--- src/rtl/balance_pkg.sv ---
package balance_pkg;
  localparam int RES_W = 2;

  typedef enum logic [2:0] {
    ST_ONES1 = 3'd0,
    ST_LEVEL = 3'd1,
    ST_ZERO1 = 3'd2,
    ST_LOCKZ = 3'd3,
    ST_LOCKO = 3'd4
  } bal_state_t;

  localparam logic [RES_W-1:0] RES_NONE  = 2'b00;
  localparam logic [RES_W-1:0] RES_ZEROS = 2'b10;
  localparam logic [RES_W-1:0] RES_ONES  = 2'b01;
endpackage

--- src/rtl/balance_step.sv ---
module balance_step
  import balance_pkg::*;
(
  input  bal_state_t cur,
  input  logic       take,
  input  logic       bit_in,
  output bal_state_t nxt
);
  always_comb begin
    nxt = cur;
    if (take) begin
      unique case (cur)
        ST_ONES1: nxt = bit_in ? ST_LOCKO : ST_LEVEL;
        ST_LEVEL: nxt = bit_in ? ST_ONES1 : ST_ZERO1;
        ST_ZERO1: nxt = bit_in ? ST_LEVEL : ST_LOCKZ;
        ST_LOCKZ: nxt = ST_LOCKZ;
        ST_LOCKO: nxt = ST_LOCKO;
        default:  nxt = ST_LEVEL;
      endcase
    end
  end
endmodule

--- src/rtl/balance_code.sv ---
module balance_code
  import balance_pkg::*;
(
  input  bal_state_t       st,
  output logic [RES_W-1:0] code
);
  always_comb begin
    unique case (st)
      ST_LOCKZ: code = RES_ZEROS;
      ST_LOCKO: code = RES_ONES;
      default:  code = RES_NONE;
    endcase
  end
endmodule

--- src/rtl/sticky_balance_det.sv ---
module sticky_balance_det
  import balance_pkg::*;
(
  input  logic             clk,
  input  logic             rst,
  input  logic             in_valid,
  output logic             in_ready,
  input  logic             in_bit,
  output logic [RES_W-1:0] result
);
  bal_state_t state_q;
  bal_state_t state_d;
  logic       take;

  assign in_ready = 1'b1;
  assign take     = in_valid & in_ready;

  balance_step u_step (
    .cur    (state_q),
    .take   (take),
    .bit_in (in_bit),
    .nxt    (state_d)
  );

  // Mealy: the result follows the state that this cycle's bit leads to
  balance_code u_code (
    .st   (state_d),
    .code (result)
  );

  always_ff @(posedge clk) begin
    if (rst) state_q <= ST_LEVEL;
    else     state_q <= state_d;
  end

  assert_reset_level_R1: assert property (@(posedge clk)
    rst |=> (state_q == ST_LEVEL));

  assert_tracking_quiet_R2: assert property (@(posedge clk) disable iff (rst)
    ((state_q == ST_LEVEL) || (!in_valid && (state_q != ST_LOCKZ) && (state_q != ST_LOCKO)))
      |-> (result == RES_NONE));

  assert_zero_lock_R3: assert property (@(posedge clk) disable iff (rst)
    (state_q == ST_ZERO1 && in_valid && !in_bit) |-> (result == RES_ZEROS));

  assert_one_lock_R4: assert property (@(posedge clk) disable iff (rst)
    (state_q == ST_ONES1 && in_valid && in_bit) |-> (result == RES_ONES));

  assert_lockz_hold_R5: assert property (@(posedge clk) disable iff (rst)
    (state_q == ST_LOCKZ) |=> (state_q == ST_LOCKZ && result == RES_ZEROS));

  assert_locko_hold_R5: assert property (@(posedge clk) disable iff (rst)
    (state_q == ST_LOCKO) |=> (state_q == ST_LOCKO && result == RES_ONES));

  assert_idle_hold_R6: assert property (@(posedge clk) disable iff (rst)
    !in_valid |=> $stable(state_q));

  assert_no_both_R7: assert property (@(posedge clk) disable iff (rst)
    result != 2'b11);
endmodule

--- config.mk ---
export PLATFORM = sky130hd
export DESIGN_NAME = sticky_balance_det
export DESIGN_NICKNAME = d
export VERILOG_FILES = /design/src/rtl/balance_pkg.sv /design/src/rtl/balance_step.sv /design/src/rtl/balance_code.sv /design/src/rtl/sticky_balance_det.sv
export SDC_FILE = /design/constraint.sdc
export NUM_CORES = 1
export LEC_CHECK = 0
export ABC_AREA = 1
export BUFFER_PORTS_ARGS = -buffer_cell sky130_fd_sc_hd__buf_2
export CAP_MARGIN = 40
export CORE_AREA = 2 2 39 41
export CTS_BUF_LIST = sky130_fd_sc_hd__clkbuf_4 sky130_fd_sc_hd__clkbuf_8 sky130_fd_sc_hd__clkbuf_16
export CTS_CLUSTER_DIAMETER = 60
export CTS_CLUSTER_SIZE = 24
export DETAILED_ROUTE_END_ITERATION = 6
export DIE_AREA = 0 0 41 43
export PLACE_DENSITY_LB_ADDON = 0.2
export SYNTH_ARGS = -nofsm -noshare
export SYNTH_HDL_FRONTEND = slang
export SYNTH_HIERARCHICAL = 1
export SYNTH_SLANG_ARGS = --single-unit
--- constraint.sdc ---
create_clock -name clk -period 0.9 [get_ports clk]
set_input_delay 0.045 -clock clk [delete_from_list [all_inputs] [get_ports clk]]
set_output_delay 0.045 -clock clk [all_outputs]
set_load 0.005 [all_outputs]
# Word level (Yosys, flattened, before mapping)
# Index checks and enable logic that the tools add are counted.
# totals
ff_bits,3
# op_classes
eq_ne,6
mux,6
reduce_logical,1
# op_table
cell,n
$pmux W3 S5,1
$eq A3 B2 Y1 const B,3
$eq A3 B3 Y1 const B,2
$mux W3,2
$mux W2,2
$pmux W2 S2,1
$eq A3 B1 Y1 const B,1
$logic_not A3 Y1,1

# Depth between registers and ports, before layout
# logic_depth
word_depth,5
mapped_depth,8
mapped_depth_nobuf,8

# Modules after synthesis
# The synthesis kept the hierarchy.
# modules_own_cells
mod,n_inst,cells_each,area_per_inst_um2
sticky_balance_det,1,12,97.6
balance_step,1,17,76.3
balance_code,1,5,18.8

# Worst setup path before layout
# No wires, ideal clock.
# synth_timing
path_kind,flip-flop to output port
start,reg state_q[0]
end,out result[0]
arrival_ns,0.784
required_ns,0.855
setup_slack_ns,0.071
path_stages_with_launch,6
cell_sequence,dfxtp_1 -> inv_1 -> nand2_1 -> a21oi_1 -> nand2_1 -> nor2_1
# synth_between
elab_chain_cells,5
elab_cells_between_ends,10
# synth_rtl
element,line_no,rtl
from (decl),sticky_balance_det.sv:11,bal_state_t state_q;
from (signal assigned),sticky_balance_det.sv:33,else state_q <= state_d;
"$eq A3 B3 Y1, or another cell as far along",balance_step.sv:12,unique case (cur)
$pmux W3 S5 (*),balance_step.sv:12,
$mux W3 (*),balance_step.sv:11,if (take) begin
named net state_d[2],sticky_balance_det.sv:12,bal_state_t state_d;
$eq A3 B3 Y1 / $eq A3 B2 Y1 (equally long branches),balance_code.sv:8,unique case (st)
$pmux W2 S2 (*),balance_code.sv:8,
to (decl),sticky_balance_det.sv:9,output logic [RES_W-1:0] result
# The timed path passes the listed nets; every way through them passes the cells marked *.

# Final worst setup path
# layout_timing
start,reg state_q[0]
end,out result[1]
# Same word-level chain as after synthesis.

==> metrics.txt <==
status finished, violations left; failing checks negative setup slack; Pwr Total 0.000545 W; fin worst setup slack -0.269 ns; Fin. Hold Viols 0; Fmax achieved 0.855 GHz; setup total negative slack -0.590 ns; Overflow after GRT 0; Cell Pwr Density 1700 nW/µm²; Placed Area 245 µm²; CTS Buf Count 3; Top Registers state_q: 3 flops; clock tree from TritonCTS built; gr usage total around 7.3%; Post-Synthesis Cells 34; static leakage 0.173 nW; final WL 436 µm; met2 Use GR 9.38%; Sink Count 3; Startpoint Class register; number of iterations in the first detailed-routing pass 2; # diodes 0; layout cells sized above 1 54.3%; Syn Nets 38; crit path time final roughly 1.2 ns; chip width between 40 and 50 µm; Finished Layout Cells 62; Avg Synthesized Cell Area 5.67 µm²; via count 221; largest net degree at the start of global routing 8; I/O Buffers 5; data arrival time of the critical path about 1.1 ns; mapped cell area a little under 200 µm²; Die Y-Extent 43 µm; Initial DRC Count 6; GP Congestion 0.683; Post-DRT Antenna Nets 0; met3 Usage GRT 3.14%; Yosys reg bits 3; Yosys cell types 10; first-pass GRT wire length 848 µm; Peak VDD IR between 0.5 and 0.6 mV; core footprint 1380 µm²; unrepaired setup endpoints after global routing true; # DRC 0; crit end category primary output; area grow syn2layout 66.2%; full die area roughly 1800 µm²; Max-cap violations 0; Finished Cell Area 320 µm²; placed cell count 56; max FFs per register 3; Clock Latency Late Sink 0.23 ns; row cnt 14; Clock Skews 0.00213 ns; Initial Util 13.9%; Syn. warnings 6; WL/cell between 7 and 8 µm; routed vias/inst about 3.6; final worst path period share 130%; clk slew on worst S/H paths 0.04 ns; nets 51; Worst Path Max Fanout 3; clock root cell clkbuf_4; clock tree buffer depth 2; sequential area share after synthesis 31.2%; met1 usage under 10%; vias in the first global route 220; H-tree lvl count 1; Max Slew Vio Count 0; antenna violations before repair 0; Setup Viol. Count Final 4; most used routing layer met2; Worst Path Required between 0.8 and 0.9 ns; HP Class in2reg; # IOs 7; HPWL after DPL 300 µm; crit path kind reg2out; Biggest register state_q
==> final timing paths <==
check	start	end	slack (ns)	cells after the start
worst min register to register	state_q[1]$_SDFF_PP0_	state_q[2]$_SDFF_PP0_	0.62	5
worst max register to register	state_q[2]$_SDFF_PP0_	state_q[0]$_SDFF_PP1_	-0.03	7
worst max-delay path	state_q[0]$_SDFF_PP1_	result[1]	-0.27	7
worst min-delay path	in_valid	state_q[2]$_SDFF_PP0_	0.21	4
==> layout make-up <==
type                       count  area, µm²
fill                         163       1060
multi-input combinational     21        115
sequential                     3       63.8
timing repair buffer           9       57.6
inverter                       9       33.8
clock buffer                   4       30.0
tap                           16       20.0
==> report_power, final <==
| part | total, W | switching [W] | internal [W] |
|---|---|---|---|
| registers | 0.000152 | 0.00000660 | 0.000146 |
| clock network | 0.000264 | 0.0000682 | 0.000196 |
| logic | 0.000128 | 0.0000688 | 0.0000591 |
| total | 0.000545 | 0.000144 | 0.000401 |
==> timing repair <==
action,CTS,global route
setup buffers,0,1
hold endpoints to repair,2,0
setup endpoints to repair,4,3
resized for setup,9,4
hold buffers,1,0
pin swaps,3,4
==> per-stage QoR <==
stage / setup WS, ns / hold slack, ns / utilization, %
2_1_floorplan: 0.0711 / 0.116 / -
3_3_place_gp: -0.150 / 0.239 / 17.7
3_5_place_dp: -0.137 / 0.236 / 17.7
4_1_cts: -0.286 / 0.185 / 22.2
5_1_grt: -0.392 / 0.237 / 23.1
6_report: -0.269 / 0.207 / 23.1
==> layout by cell type (no fill, tap or decap) <==
master	count
a21oi_1	1
a21oi_4	1
buf_2	5
buf_4	3
clkbuf_4	4
conb_1	1
dfxtp_2	3
dlygate4sd3_1	1
inv_1	5
inv_2	4
nand2_1	8
nand2_2	3
nand3_2	2
nand4_1	1
nor2_1	4
==> synth_stat cells <==
| cell type | instances | area [µm²] |
|---|---|---|
| dfxtp_1 | 3 | 60.1 |
| buf_4 | 1 | 7.51 |
| nand3_2 | 1 | 10.0 |
| nand4_1 | 1 | 6.26 |
| nand3_1 | 1 | 5.00 |
| nand2_1 | 11 | 41.3 |
| inv_1 | 9 | 33.8 |
| nor2_1 | 4 | 15.0 |
| a21oi_1 | 2 | 10.0 |
| conb_1 | 1 | 3.75 |
==> kinds of logic (layout without fill, tap and decap cells) <==
| group | count (synthesis) | in the layout | synth area share, % |
|---|---|---|---|
| buf+inv | 10 | 22 | 21.4 |
| compound gates | 2 | 2 | 5.20 |
| other cells | 1 | 1 | 1.95 |
| flops | 3 | 3 | 31.2 |
| simple gates | 18 | 18 | 40.3 |
==> worst max-delay path: stages (launching register included) <==
cell	delay (ns)
dfxtp_2	0.33
inv_2	0.04
nand2_2	0.08
nand4_1	0.10
nand2_2	0.11
nand2_1	0.05
nor2_1	0.07
buf_2	0.11
==> layer usage <==
metal,up-vias,part of all wire (%)
li1,120,-
met4,0,0
met1,96,41
met3,0,3.7
met5,-,0
met2,5,55
Power figures use the tool's default switching activity.
